$ cat config.mk
export PLATFORM = sky130hd
export DESIGN_NAME = qdec_counter
export DESIGN_NICKNAME = d
export VERILOG_FILES = /design/src/rtl/qdec_pkg.sv /design/src/rtl/qdec_chan.sv /design/src/rtl/qdec_decode.sv /design/src/rtl/qdec_wrapctr.sv /design/src/rtl/qdec_counter.sv
export SDC_FILE = /design/constraint.sdc
export NUM_CORES = 1
export LEC_CHECK = 0
export BUFFER_PORTS_ARGS = -buffer_cell sky130_fd_sc_hd__buf_2
export CORE_MARGIN = 4
export CORE_UTILIZATION = 53
export CTS_CLUSTER_SIZE = 40
export DETAILED_ROUTE_END_ITERATION = 6
export PLACE_DENSITY = 0.77
export SYNTH_ARGS = -nofsm -noshare
export SYNTH_HDL_FRONTEND = slang
export SYNTH_SLANG_ARGS = --single-unit
export TNS_END_PERCENT = 5
$ cat constraint.sdc
create_clock -name clk -period 2.5 [get_ports clk]
set_clock_uncertainty 0.15 [all_clocks]
set_input_delay 0 -clock clk [delete_from_list [all_inputs] [get_ports clk]]
set_output_delay 0 -clock clk [all_outputs]
set_load 0.02 [all_outputs]
$ cat src/rtl/qdec_pkg.sv
package qdec_pkg;

    typedef enum logic [1:0] {
        SRC_OFF  = 2'd0,
        SRC_A    = 2'd1,
        SRC_B    = 2'd2,
        SRC_BOTH = 2'd3
    } src_mode_e;

    // decoded decision for one cycle
    typedef struct packed {
        logic step;   // move the counter
        logic down;   // direction of that move
        logic bad;    // both phases moved together
    } step_t;

endpackage

$ cat src/rtl/qdec_chan.sv
// One phase path: polarity, two-flop synchronizer, sample-counting filter.
module qdec_chan #(
    parameter int FLT_W = 4
) (
    input  logic             clk,
    input  logic             rst_n,
    input  logic             samp_en,
    input  logic             pin,
    input  logic             invert,
    input  logic [FLT_W-1:0] flt_len,
    output logic             level
);
    localparam logic [FLT_W-1:0] RUN_ONE = FLT_W'(1);

    typedef struct packed {
        logic [1:0]       sync;
        logic             lvl;
        logic [FLT_W-1:0] run;
    } chan_st_t;

    chan_st_t st_d, st_q;
    logic     smp;
    logic [FLT_W-1:0] run_inc;

    always_comb begin
        st_d      = st_q;
        st_d.sync = {st_q.sync[0], pin ^ invert};
        smp       = st_q.sync[1];
        run_inc   = st_q.run + RUN_ONE;
        if (flt_len == '0) begin
            st_d.lvl = smp;
            st_d.run = '0;
        end else if (samp_en) begin
            if (smp == st_q.lvl) begin
                st_d.run = '0;
            end else if (run_inc >= flt_len) begin
                st_d.lvl = smp;
                st_d.run = '0;
            end else begin
                st_d.run = run_inc;
            end
        end
    end

    always_ff @(posedge clk) begin
        if (!rst_n) st_q <= '0;
        else        st_q <= st_d;
    end

    assign level = st_q.lvl;

endmodule

$ cat src/rtl/qdec_decode.sv
// Phase comparison: turns the current and previous filtered levels into a step.
module qdec_decode
    import qdec_pkg::*;
(
    input  logic      a_now,
    input  logic      b_now,
    input  logic      a_prev,
    input  logic      b_prev,
    input  logic [1:0] mode,
    output step_t     dec
);
    logic edge_a, edge_b;

    always_comb begin
        edge_a = a_now ^ a_prev;
        edge_b = b_now ^ b_prev;
        dec    = '0;
        if (mode != SRC_OFF) begin
            if (edge_a && edge_b) begin
                dec.bad = 1'b1;
            end else if (edge_a && mode[0]) begin
                dec.step = 1'b1;
                dec.down = (a_now == b_now);
            end else if (edge_b && mode[1]) begin
                dec.step = 1'b1;
                dec.down = (a_now != b_now);
            end
        end
    end

endmodule

$ cat src/rtl/qdec_wrapctr.sv
// Next-value arithmetic for a counter bounded by zero and a limit.
module qdec_wrapctr #(
    parameter int CNT_W = 16
) (
    input  logic [CNT_W-1:0] cur,
    input  logic [CNT_W-1:0] limit,
    input  logic             down,
    output logic [CNT_W-1:0] nxt,
    output logic             wrapped
);
    localparam logic [CNT_W-1:0] CNT_ONE = CNT_W'(1);

    always_comb begin
        wrapped = 1'b0;
        if (down) begin
            if (cur == '0) begin
                nxt     = limit;
                wrapped = 1'b1;
            end else begin
                nxt = cur - CNT_ONE;
            end
        end else begin
            if (cur >= limit) begin
                nxt     = '0;
                wrapped = 1'b1;
            end else begin
                nxt = cur + CNT_ONE;
            end
        end
    end

endmodule

$ cat src/rtl/qdec_counter.sv
module qdec_counter
    import qdec_pkg::*;
#(
    parameter int CNT_W = 16,
    parameter int FLT_W = 4
) (
    input  logic             clk,
    input  logic             rst_n,
    input  logic             samp_en,
    input  logic             phase_a,
    input  logic             phase_b,
    input  logic             inv_a,
    input  logic             inv_b,
    input  logic [FLT_W-1:0] flt_len,
    input  logic [1:0]       src_mode,
    input  logic [CNT_W-1:0] reload_val,
    output logic [CNT_W-1:0] count,
    output logic             dir_down,
    output logic             wrap,
    output logic             err
);
    typedef struct packed {
        logic [CNT_W-1:0] cnt;
        logic [CNT_W-1:0] reload;
        logic             down;
        logic             wrap;
        logic             err;
        logic             a_prev;
        logic             b_prev;
    } ctr_st_t;

    ctr_st_t st_d, st_q;

    logic             lvl_a, lvl_b;
    step_t            dec;
    logic [CNT_W-1:0] cnt_nxt;
    logic             cnt_wrapped;
    logic [CNT_W-1:0] reload_q;

    qdec_chan #(.FLT_W(FLT_W)) u_chan_a (
        .clk(clk), .rst_n(rst_n), .samp_en(samp_en),
        .pin(phase_a), .invert(inv_a), .flt_len(flt_len), .level(lvl_a)
    );

    qdec_chan #(.FLT_W(FLT_W)) u_chan_b (
        .clk(clk), .rst_n(rst_n), .samp_en(samp_en),
        .pin(phase_b), .invert(inv_b), .flt_len(flt_len), .level(lvl_b)
    );

    qdec_decode u_dec (
        .a_now(lvl_a), .b_now(lvl_b),
        .a_prev(st_q.a_prev), .b_prev(st_q.b_prev),
        .mode(src_mode), .dec(dec)
    );

    qdec_wrapctr #(.CNT_W(CNT_W)) u_ctr (
        .cur(st_q.cnt), .limit(st_q.reload), .down(dec.down),
        .nxt(cnt_nxt), .wrapped(cnt_wrapped)
    );

    always_comb begin
        st_d        = st_q;
        st_d.a_prev = lvl_a;
        st_d.b_prev = lvl_b;
        st_d.wrap   = 1'b0;
        st_d.err    = dec.bad;
        if (src_mode == SRC_OFF) begin
            st_d.reload = reload_val;
        end
        if (dec.step) begin
            st_d.cnt  = cnt_nxt;
            st_d.down = dec.down;
            st_d.wrap = cnt_wrapped;
        end
    end

    always_ff @(posedge clk) begin
        if (!rst_n) begin
            st_q        <= '0;
            st_q.reload <= '1;
        end else begin
            st_q <= st_d;
        end
    end

    assign reload_q = st_q.reload;
    assign count    = st_q.cnt;
    assign dir_down = st_q.down;
    assign wrap     = st_q.wrap;
    assign err      = st_q.err;

endmodule

==> qor.csv, run 1 <==
stage,metric,value,unit
place,HPWL after detailed placement,7890,µm
final_layout,Fillers,480,
timing,unrepaired setup endpoints after global routing,true,
detailed_routing,drc violations,0,
synthesis,Post-synth top flop,dfxtp_1,
synthesis,mapped cell area,0.00350,mm²
final_layout,post-layout util,0.735,
critical_path,cell mode on critical path,nand4_1,
pwr,switching share of total power,0.394,
pwr,sw power,0.00108,W
final_layout,Post-layout nets,614,
pwr,P_leak,2.19,nW
detailed_routing,Wirelength per Cell,17.4,µm
critical_path,Critical Path Slowest Stage Cell,or4_4,
final_layout,Layout area overhead,33.9,%
pwr,Combinational Power Share,0.485,
pwr,part of the power in registers,0.332,
timing,min cycle time layout,2580,ps
synthesis,post-synthesis sequential area ratio,0.291,
detailed_routing,routed vias,3965,
place,dpl cell area,0.00424,mm²
floorplanning,Starting Density,0.549,
critical_path,CP arrival,2590,ps
synthesis,Syn Nets,503,
clocking,CTS max path bufs,2,
grt,GR Overflow Total,0,
timing,setup violators final,14,
critical_path,Worst Setup Start Kind,flip-flop,
pwr,pwr dens,586,mW/mm²
critical_path,"Max FO, Critical Path",4,
grt,GRT Util Overall,0.282,
synthesis,Cell variety after synth,59,
outcome,status,"finished, violations left",
final_layout,share of layout cells above drive strength 1,0.284,
pwr,Max VDD drop,0.506,mV
final_layout,Multi-input gate area,0.00238,mm²
grt,first-pass GRT wire length,17700,µm
place,Setup WS pre-CTS,-179,ps
critical_path,WS Path Type,reg2reg,
worst_hold_path,Hold Path Class,in2reg,
detailed_routing,DRT Wirelength,11000,µm
timing,Achievable Freq,388,MHz
grt,vias in the first global route,3754,
critical_path,worst-path cell chain,inv_2 -> ha_4 -> nand4_1 -> or4_4 -> o32a_4 -> and2_4 -> buf_12 -> nand4_1 -> a31oi_1,
detailed_routing,DR iter-0 viols,410,
floorplanning,Chip Width,89.3,µm
final_layout,"most common cell after layout, fill and taps aside",buf_4,
timing,final hold viol count,0,
timing,max_slew headroom,0.577,
synthesis,Post-Syn Instances,445,
timing,TNS Setup,-591,ps
detailed_routing,DR pass1 iterations,6,
clocking,worst-skew pair later-pin latency,320,ps
clocking,TritonCTS Buffers,5,
pwr,Power Internal,0.00167,W
grt,initial antenna violation count,0,
synthesis,fraction of registers with async set or reset after synthesis,0,
clocking,"CTS clk-pin slew, worst paths",90,ps
synthesis,"FF+latch count, synth",51,
critical_path,"Largest stage delay, worst path",560,ps
detailed_routing,DR vias/cell,6.25,
critical_path,Worst EP required,2520,ps
floorplanning,Die Height,89.3,µm
floorplanning,row count,29,
critical_path,Setup crit end kind,flip-flop,
pwr,clock network power share,0.183,
place,port bufs,47,
grt,largest net degree at the start of global routing,39,
timing,Tightest Pin Transition,629,ps
timing,Slew Limit Fails,0,
clocking,H-tree Lvls,2,
clocking,CTS tree,yes,
job,MaxCap Viol Count,0,
final_layout,FF/Latch Area,0.00103,mm²
floorplanning,core area,0.00639,mm²
place,placer congestion estimate,0.917,
synthesis,"EDFF count, synth",0,
detailed_routing,ANT nets after route,0,
final_layout,most frequent cells in the layout,"64 x buf_4, 47 x nand2_1, 47 x buf_2, 44 x dfxtp_1, 28 x nor2_1",
outcome,failing checks,setup timing,
clocking,CTS sink cnt,51,
final_layout,# diodes,0,
timing,final worst-path cycle share,1.03,
timing,fin worst setup slack,-77.2,ps
final_layout,fin area,0.00469,mm²
synthesis,Yosys warnings,0,
clocking,clk root buf,clkbuf_8,
floorplanning,IO Pins,48,
floorplanning,Die ar.,0.00797,mm²
synthesis,syn_area_per_cell,7.87,µm²
## path summary, 6_finish.rpt
| path | start | to | slack, ps | cells past startpoint |
|---|---|---|---|---|
| setup / recovery | reload_q[14]$_SDFFE_PN1P_ | count[5]$_SDFFE_PN0P_ | -80 | 9 |
| hold / removal | flt_len[1] | u_chan_a.level$_SDFFE_PN0P_ | 1 | 4 |
| setup reg to reg | reload_q[14]$_SDFFE_PN1P_ | count[5]$_SDFFE_PN0P_ | -80 | 9 |
| hold reg to reg | u_chan_b.st_d[6]$_SDFF_PN0_ | u_chan_b.smp$_SDFF_PN0_ | 290 | 1 |
## Yosys cell counts, types with 5 or more instances
cell        n  area, µm²
nand2b_1    5       31.3
a22oi_1     6       45.0
nand2_1    47        176
o211ai_1   16        120
nand3_1    11       55.1
o21ai_0    21        105
a21o_1      8       60.1
and3_1      5       31.3
a2111oi_0   5       43.8
inv_1      27        101
xnor2_1     8       70.1
nor4_1      5       31.3
mux2i_1     7       70.1
or4_1       7       52.6
a31oi_1     6       37.5
or3_1       8       50.1
nor2_1     29        109
and2_1      5       31.3
dfxtp_1    51       1020
nand4_1     8       50.1
buf_2       8       40.0
a21oi_1    23        115
nor3b_1     6       45.0
nor3_1     11       55.1
clkbuf_1   24       90.1
ha_1       29        363
## layout make-up
class | count | share of cell area
well taps | 77 | 0.0205
clock inverters | 1 | 0.00107
flip-flops and latches | 51 | 0.221
repair buffers | 136 | 0.208
inverters | 29 | 0.0232
multi-input cells | 333 | 0.508
clock buffers | 7 | 0.0184
## kinds of logic after synthesis
family,count (synthesis),synth area share
adders and majority gates,29,0.104
AOI/OAI and AO/OA,124,0.246
buffers and inverters,61,0.0682
and+or+nand+nor,162,0.243
xor gates and xnor gates,11,0.0275
DFF,51,0.291
muxes,7,0.0200
## power groups by stage
| stage | clock, W | sequential [W] | combinational, W |
|---|---|---|---|
| global placement | 0 | 0.000926 | 0.00119 |
| floorplan | 0 | 0.000978 | 0.000715 |
| detailed placement | 0 | 0.000928 | 0.00122 |
| global route | 0.000540 | 0.000918 | 0.00144 |
| finish | 0.000503 | 0.000912 | 0.00133 |
| CTS | 0.000509 | 0.000911 | 0.00127 |
## through the flow
stage | total power (W) | cells | hold WS (ps)
6_report | 0.00275 | 634 | 1.09
5_1_grt | 0.00290 | 634 | 33.8
4_1_cts | 0.00269 | 633 | 2.79
3_5_place_dp | 0.00215 | 598 | 69.8
3_3_place_gp | 0.00212 | 598 | 72.6
2_1_floorplan | 0.00169 | 445 | -21.5
## critical path: cells and delay by family (launching register included)
family / cells / cell delay (ps)
compound gates: 2 / 530
fa+ha+maj: 1 / 260
buf+inv: 2 / 170
flops: 1 / 360
simple gates: 4 / 940
## registers in the layout (all words and copies together) (netlist names)
register,count
err,1
u_chan_a.level,1
wrap,1
dir_down,1
u_chan_b.smp,1
st_q,2
u_chan_b.level,1
u_chan_a.smp,1
u_chan_a.st_q,4
u_chan_b.st_q,4
reload_q,16
count,16
u_chan_b.st_d,1
u_chan_a.st_d,1
## metal layers
| layer | wire length, µm | vias up | global-route usage |
|---|---|---|---|
| met3 | 871 | 28 | 0.0433 |
| met1 | 4510 | 1852 | 0.366 |
| li1 | - | 1872 | - |
| met5 | 0 | - | 0 |
| met4 | 321 | 0 | 0.111 |
| met2 | 5340 | 213 | 0.469 |
## timing repair
item	in CTS	in global routing
setup buffers	3	1
hold buffers	24	0
resized for setup	10	16
cloned	0	0
endpoints found under the setup margin	15	23
pin swaps	13	3
hold endpoints to repair	21	0
(Power assumes the default switching activity.)
==> run 2, diff against run 1 <==
MAX_ROUTING_LAYER = met4   (was not set)
==> run 2 against run 1 <==
  * The run still ends with setup timing left
  * Power rose by 6.7%
  * Worst setup slack improved by 21 ps
  * Final area rose by 5.8%
  * Sequential power rose by 1%
  * Maximum frequency rose by 0.80%
  * Sequential share of layout area fell by 1.0 points
  * Global-route usage rose by 2.0 points
  * Critical path depth fell by 1
  * Hold slack improved by 44 ps
  * Largest cell class unchanged
==> qor.csv, run 2 (same netlist as run 1, synthesis figures left out) <==
stage,metric,value,unit,change
outcome,status,"finished, violations left",,unchanged
outcome,failing checks,setup timing,,unchanged
critical_path,"Largest stage delay, worst path",540,ps,was 560 ps
critical_path,CP arrival,2620,ps,was 2590 ps
final_layout,"most common cell after layout, fill and taps aside",buf_4,,unchanged
clocking,"CTS clk-pin slew, worst paths",110,ps,was 90 ps
pwr,pwr dens,591,mW/mm²,was 586 mW/mm²
pwr,sw power,0.00116,W,was 0.00108 W
critical_path,"Max FO, Critical Path",6,,was 4
pwr,Max VDD drop,0.507,mV,was 0.506 mV
grt,M2 GR Usage,0.481,,was 0.469
pwr,Combinational Power Share,0.485,,about the same
clocking,CTS max path bufs,2,,unchanged
critical_path,Worst Setup Start Kind,flip-flop,,unchanged
detailed_routing,DR iter-0 viols,465,,was 410
clocking,clk root buf,clkbuf_8,,unchanged
clocking,H-tree Lvls,2,,unchanged
critical_path,Worst EP required,2560,ps,was 2520 ps
detailed_routing,DR vias/cell,6.35,,was 6.25
detailed_routing,routed vias,4130,,was 3965
critical_path,Critical Path Slowest Stage Cell,or4_4,,unchanged
final_layout,share of layout cells above drive strength 1,0.307,,was 0.284
detailed_routing,DR pass1 iterations,6,,unchanged
critical_path,worst-path cell chain,inv_2 -> ha_4 -> nand4_1 -> or4_4 -> o32a_4 -> nand3_4 -> nor4_2 -> or3_1,,was inv_2 -> ha_4 -> nand4_1 -> or4_4 -> o32a_4 -> and2_4 -> buf_12 -> nand4_1 -> a31oi_1
clocking,CTS tree,yes,,unchanged
final_layout,Layout area overhead,41.7,%,was 33.9%
pwr,Power Internal,0.00177,W,was 0.00167 W
grt,largest net degree at the start of global routing,32,,was 39
detailed_routing,ANT nets after route,0,,unchanged
final_layout,Fillers,423,,was 480
critical_path,Crit path max-delay family,simple AND/OR/NAND/NOR gates,,unchanged
timing,min cycle time layout,2560,ps,was 2580 ps
final_layout,fin cells,650,,was 634
clocking,worst-skew pair later-pin latency,320,ps,about the same
place,HPWL after detailed placement,7850,µm,was 7890 µm
grt,GR Overflow Total,0,,unchanged
critical_path,crit path buf inv count,1,,was 2
grt,GRT met3 Usage,0.0507,,was 0.0433
pwr,part of the power in registers,0.314,,was 0.332
floorplanning,Die ar.,0.00797,mm²,unchanged
final_layout,fin area,0.00496,mm²,was 0.00469 mm²
detailed_routing,drc violations,0,,unchanged
place,DP Cell Count,599,,was 598
clocking,TritonCTS Buffers,5,,unchanged
detailed_routing,Wirelength per Cell,18.0,µm,was 17.4 µm
place,port bufs,47,,unchanged
floorplanning,IO Pins,48,,unchanged
floorplanning,Die Height,89.3,µm,unchanged
floorplanning,row count,29,,unchanged
timing,Slew Limit Fails,0,,unchanged
timing,setup violators final,12,,was 14
pwr,clock network power share,0.201,,was 0.183
worst_hold_path,Hold Path Class,in2reg,,unchanged
final_layout,# diodes,0,,unchanged
floorplanning,Chip Width,89.3,µm,unchanged
timing,fin worst setup slack,-56.7,ps,was -77.2 ps
final_layout,most frequent cells in the layout,"65 x buf_4, 47 x nand2_1, 47 x buf_2, 38 x dlygate4sd3_1, 37 x dfxtp_1",,"was 64 x buf_4, 47 x nand2_1, 47 x buf_2, 44 x dfxtp_1, 28 x nor2_1"
timing,Achievable Freq,391,MHz,was 388 MHz
final_layout,Post-layout nets,630,,was 614
grt,GRT Util Overall,0.302,,was 0.282
clocking,CTS sink cnt,51,,unchanged
pwr,switching share of total power,0.396,,was 0.394
floorplanning,core area,0.00639,mm²,unchanged
timing,unrepaired setup endpoints after global routing,true,,unchanged
grt,first-pass GRT wire length,18200,µm,was 17700 µm
grt,GR peak layer,met2,,unchanged
place,placer congestion estimate,0.961,,was 0.917
grt,Global Route met1 Usage,0.377,,was 0.366
timing,final hold viol count,0,,unchanged
job,MaxCap Viol Count,0,,unchanged
timing,TNS Setup,-387,ps,was -591 ps
timing,Tightest Pin Transition,576,ps,was 629 ps
floorplanning,Starting Density,0.549,,unchanged
pwr,P_leak,2.22,nW,was 2.19 nW
timing,final worst-path cycle share,1.02,,was 1.03
grt,vias in the first global route,3820,,was 3754
grt,initial antenna violation count,0,,unchanged
timing,max_slew headroom,0.612,,was 0.577
detailed_routing,DRT Wirelength,11700,µm,was 11000 µm
critical_path,WS Path Type,reg2reg,,unchanged
critical_path,Setup crit end kind,flip-flop,,unchanged
place,dpl cell area,0.00423,mm²,was 0.00424 mm²
==> run 2: worst register-to-register path, cell delays in order (launching register included) <==
cell	delay [ps]
dfxtp_2	340
inv_2	50
ha_4	260
nand4_1	130
or4_4	540
o32a_4	440
nand3_4	130
nor4_2	60
or3_1	370
==> run 2: area by class of cell <==
class | count | area (µm²) | area share
clock inverters | 1 | 8.76 | 0.00176
repair buffers | 152 | 1130 | 0.227
inverters | 29 | 109 | 0.0219
flip-flops and latches | 51 | 1040 | 0.210
well taps | 77 | 96.3 | 0.0194
multi-input cells | 333 | 2470 | 0.498
clock buffers | 7 | 108 | 0.0217
==> run 2: metrics by stage <==
step | utilization | setup slack, ps | power, W | hold slack (ps)
2_1_floorplan | - | -9.92 | 0.00169 | -21.5
3_3_place_gp | 0.663 | -130 | 0.00212 | 69.5
6_report | 0.777 | -56.7 | 0.00293 | 44.7
5_1_grt | 0.777 | -214 | 0.00310 | 90.3
4_1_cts | 0.752 | -69.7 | 0.00281 | 35.0
3_5_place_dp | 0.663 | -164 | 0.00215 | 71.8
==> run 2: worst paths after layout <==
kind	startpoint	endpoint	slack, ps	cells past startpoint
worst min-delay path	flt_len[1]	u_chan_b.level$_SDFFE_PN0P_	40	4
worst max-delay path	reload_q[13]$_SDFFE_PN1P_	count[11]$_SDFFE_PN0P_	-60	8
worst max register to register	reload_q[13]$_SDFFE_PN1P_	count[11]$_SDFFE_PN0P_	-60	8
worst min register to register	u_chan_a.st_d[6]$_SDFF_PN0_	u_chan_a.smp$_SDFF_PN0_	290	1
==> run 2: metal layers <==
metal | routed length (µm) | vias up
li1 | - | 1906
met5 | 0 | -
met2 | 5500 | 286
met1 | 4630 | 1879
met3 | 1090 | 59
met4 | 476 | 0
==> run 2: power by group through the flow <==
stage | clock network, W | registers [W] | logic, W
2_1_floorplan | 0 | 0.000978 | 0.000715
3_3_place_gp | 0 | 0.000926 | 0.00120
3_5_place_dp | 0 | 0.000927 | 0.00122
4_1_cts | 0.000598 | 0.000910 | 0.00130
5_1_grt | 0.000634 | 0.000928 | 0.00153
6_report | 0.000590 | 0.000922 | 0.00142
==> run 2: timing repair <==
action | in CTS | in global routing
gates cloned | 0 | 0
resized for setup | 11 | 35
hold buffers | 38 | 0
pin swaps | 10 | 12
endpoints found under the setup margin | 15 | 18
endpoints found under the hold margin | 22 | 0
setup buffers | 3 | 2
==> run 3, diff against run 2 <==
==> constraint.sdc (replaced) <==
create_clock -name clk -period 2.5 [get_ports clk]
set_clock_uncertainty 0.15 [all_clocks]
set_input_delay 0.25 -clock clk [delete_from_list [all_inputs] [get_ports clk]]
set_output_delay 0.25 -clock clk [all_outputs]
set_load 0.02 [all_outputs]
==> run 3 against run 2 <==
  * The flow still finishes with violations (setup timing)
  * Combinational power is 8% lower
  * Power is 7.2% lower
  * Maximum frequency is 2.2% lower
  * Register-to-register slack worse by 60 ps
  * Routed wire length is 11% lower
  * Non-clock buffer count is 37 lower
  * Worst setup slack worse by 57 ps
  * Critical path type unchanged
  * Critical endpoint unchanged
  * Largest power group unchanged
==> qor.csv, run 3 (same netlist as run 1, synthesis figures left out) <==
stage,metric,value,unit,change
outcome,status,"finished, violations left",,unchanged
outcome,failing checks,setup timing,,unchanged
floorplanning,Chip Width,89.3,µm,unchanged
pwr,pwr dens,612,mW/mm²,was 591 mW/mm²
grt,first-pass GRT wire length,16800,µm,was 18200 µm
place,HPWL after detailed placement,7830,µm,was 7850 µm
place,placer congestion estimate,0.956,,was 0.961
clocking,CTS tree,yes,,unchanged
grt,vias in the first global route,3532,,was 3820
final_layout,# diodes,0,,unchanged
grt,GR Overflow Total,0,,unchanged
timing,setup violators final,12,,unchanged
floorplanning,Die ar.,0.00797,mm²,unchanged
detailed_routing,DR pass1 iterations,5,,was 6
timing,final worst-path cycle share,1.05,,was 1.02
timing,Achievable Freq,383,MHz,was 391 MHz
final_layout,"most common cell after layout, fill and taps aside",buf_4,,unchanged
critical_path,R2R depth,8,,unchanged
clocking,TritonCTS Buffers,5,,unchanged
worst_hold_path,hold depth,3,,was 4
grt,initial antenna violation count,0,,unchanged
place,dpl cell area,0.00427,mm²,was 0.00423 mm²
critical_path,"Max FO, Critical Path",5,,was 6
final_layout,share of layout cells above drive strength 1,0.287,,was 0.307
timing,max_slew headroom,0.626,,was 0.612
critical_path,Worst Setup Start Kind,flip-flop,,unchanged
grt,largest net degree at the start of global routing,32,,unchanged
worst_hold_path,Worst Hold Launch,reload_val[7],,was flt_len[1]
critical_path,CP arrival,2660,ps,was 2620 ps
final_layout,most frequent cells in the layout,"66 x buf_4, 47 x nand2_1, 47 x buf_2, 43 x dfxtp_1, 28 x nor2_1",,"was 65 x buf_4, 47 x nand2_1, 47 x buf_2, 38 x dlygate4sd3_1, 37 x dfxtp_1"
floorplanning,Die Height,89.3,µm,unchanged
floorplanning,Starting Density,0.549,,unchanged
clocking,CTS max path bufs,2,,unchanged
critical_path,slack of the worst reg-to-reg path,-110,ps,was -60 ps
final_layout,Post-layout nets,593,,was 630
clocking,worst-skew pair later-pin latency,310,ps,was 320 ps
final_layout,fin cells,613,,was 650
job,MaxCap Viol Count,0,,unchanged
worst_hold_path,Hold Path Class,in2reg,,unchanged
place,Setup WS pre-CTS,-161,ps,was -164 ps
timing,unrepaired setup endpoints after global routing,true,,unchanged
timing,Slew Limit Fails,0,,unchanged
critical_path,WS Path Type,reg2reg,,unchanged
floorplanning,row count,29,,unchanged
final_layout,Layout area overhead,27.1,%,was 41.7%
critical_path,Worst EP required,2550,ps,was 2560 ps
clocking,CTS sink cnt,51,,unchanged
timing,Tightest Pin Transition,556,ps,was 576 ps
critical_path,worst flop-to-flop path endpoint,count[11]$_SDFFE_PN0P_,,unchanged
place,port bufs,47,,unchanged
timing,min cycle time layout,2610,ps,was 2560 ps
place,DP Cell Count,602,,was 599
detailed_routing,ANT nets after route,0,,unchanged
floorplanning,core area,0.00639,mm²,unchanged
detailed_routing,Wirelength per Cell,17.1,µm,was 18.0 µm
grt,GRT Util Overall,0.277,,was 0.302
detailed_routing,DRT Wirelength,10500,µm,was 11700 µm
detailed_routing,DR iter-0 viols,389,,was 465
pwr,Max VDD drop,0.452,mV,was 0.507 mV
clocking,H-tree Lvls,2,,unchanged
timing,fin worst setup slack,-114,ps,was -56.7 ps
critical_path,R2R Path Start,reload_q[13]$_SDFFE_PN1P_,,unchanged
timing,final hold viol count,0,,unchanged
detailed_routing,drc violations,0,,unchanged
detailed_routing,routed vias,3807,,was 4130
final_layout,fin area,0.00445,mm²,was 0.00496 mm²
detailed_routing,DR vias/cell,6.21,,was 6.35
critical_path,Setup crit end kind,flip-flop,,unchanged
clocking,clk root buf,clkbuf_8,,unchanged
floorplanning,IO Pins,48,,unchanged
clocking,"CTS clk-pin slew, worst paths",100,ps,was 110 ps
pwr,P_leak,2.08,nW,was 2.22 nW
worst_hold_path,Worst Hold Path EP,reload_q[7]$_SDFFE_PN1P_,,was u_chan_b.level$_SDFFE_PN0P_
## run 3: how the worst max path moves through the flow
stage | startpoint | end | slack (ps) | cells past startpoint
6_report | reload_q[13]$_SDFFE_PN1P_ | count[11]$_SDFFE_PN0P_ | -110 | 8
5_1_grt | reload_q[13]$_SDFFE_PN1P_ | count[11]$_SDFFE_PN0P_ | -170 | 8
4_1_cts | reload_q[13]$_SDFFE_PN1P_ | count[11]$_SDFFE_PN0P_ | -60 | 8
3_5_place_dp | reload_q[9]$_SDFFE_PN1P_ | count[11]$_SDFFE_PN0P_ | -160 | 8
3_3_place_gp | reload_q[9]$_SDFFE_PN1P_ | count[11]$_SDFFE_PN0P_ | -140 | 8
2_1_floorplan | count[13]$_SDFFE_PN0P_ | count[11]$_SDFFE_PN0P_ | -10 | 7
## run 3: per-stage QoR
step           total power (W)   util  TNS, ps  hold WS, ps
2_1_floorplan          0.00169      -    -9.92          228
3_3_place_gp           0.00214  0.668    -1130          263
3_5_place_dp           0.00216  0.668    -1410          271
4_1_cts                0.00270  0.696     -208         2.55
5_1_grt                0.00290  0.697    -1550         6.52
6_report               0.00272  0.697     -618         7.24
## run 3: final cells by class
class | count | area, µm²
Clock buffer | 7 | 86.3
Clock inverter | 1 | 8.76
Fill cell | 519 | 1930
Inverter | 29 | 109
Multi-Input combinational cell | 333 | 2360
Sequential cell | 51 | 1040
Tap cell | 77 | 96.3
Timing Repair Buffer | 115 | 761
## run 3: timing repair
item / in CTS / in global routing
gates resized for setup: 15 / 2
setup endpoints to repair: 15 / 15
setup buffers: 3 / 0
hold endpoints to repair: 1 / 0
hold buffers: 1 / 0
pin swaps: 12 / 0
## run 3: routing by layer
layer / GRT usage / vias up / share of wire
met5: - / - / 0
met3: 0.0461 / 26 / 0.076
met4: 0.111 / 0 / 0.030
li1: - / 1828 / -
met1: 0.356 / 1773 / 0.43
met2: 0.431 / 180 / 0.47
## run 3: worst max-delay path, cell delays in order (launching register included)
cell and delay (ps):
dfxtp_2 350, inv_2 50, ha_4 260, nand4_1 110, or4_1 530, o32a_1 440, nand3_2 150, nor4_1 70
or3_1 390
## run 3: report_power, final
part | total (W) | internal (W) | switching, W
Sequential | 0.000910 | 0.000871 | 0.0000388
Clock | 0.000513 | 0.000228 | 0.000285
Combinational | 0.00130 | 0.000541 | 0.000759
Total | 0.00272 | 0.00164 | 0.00108
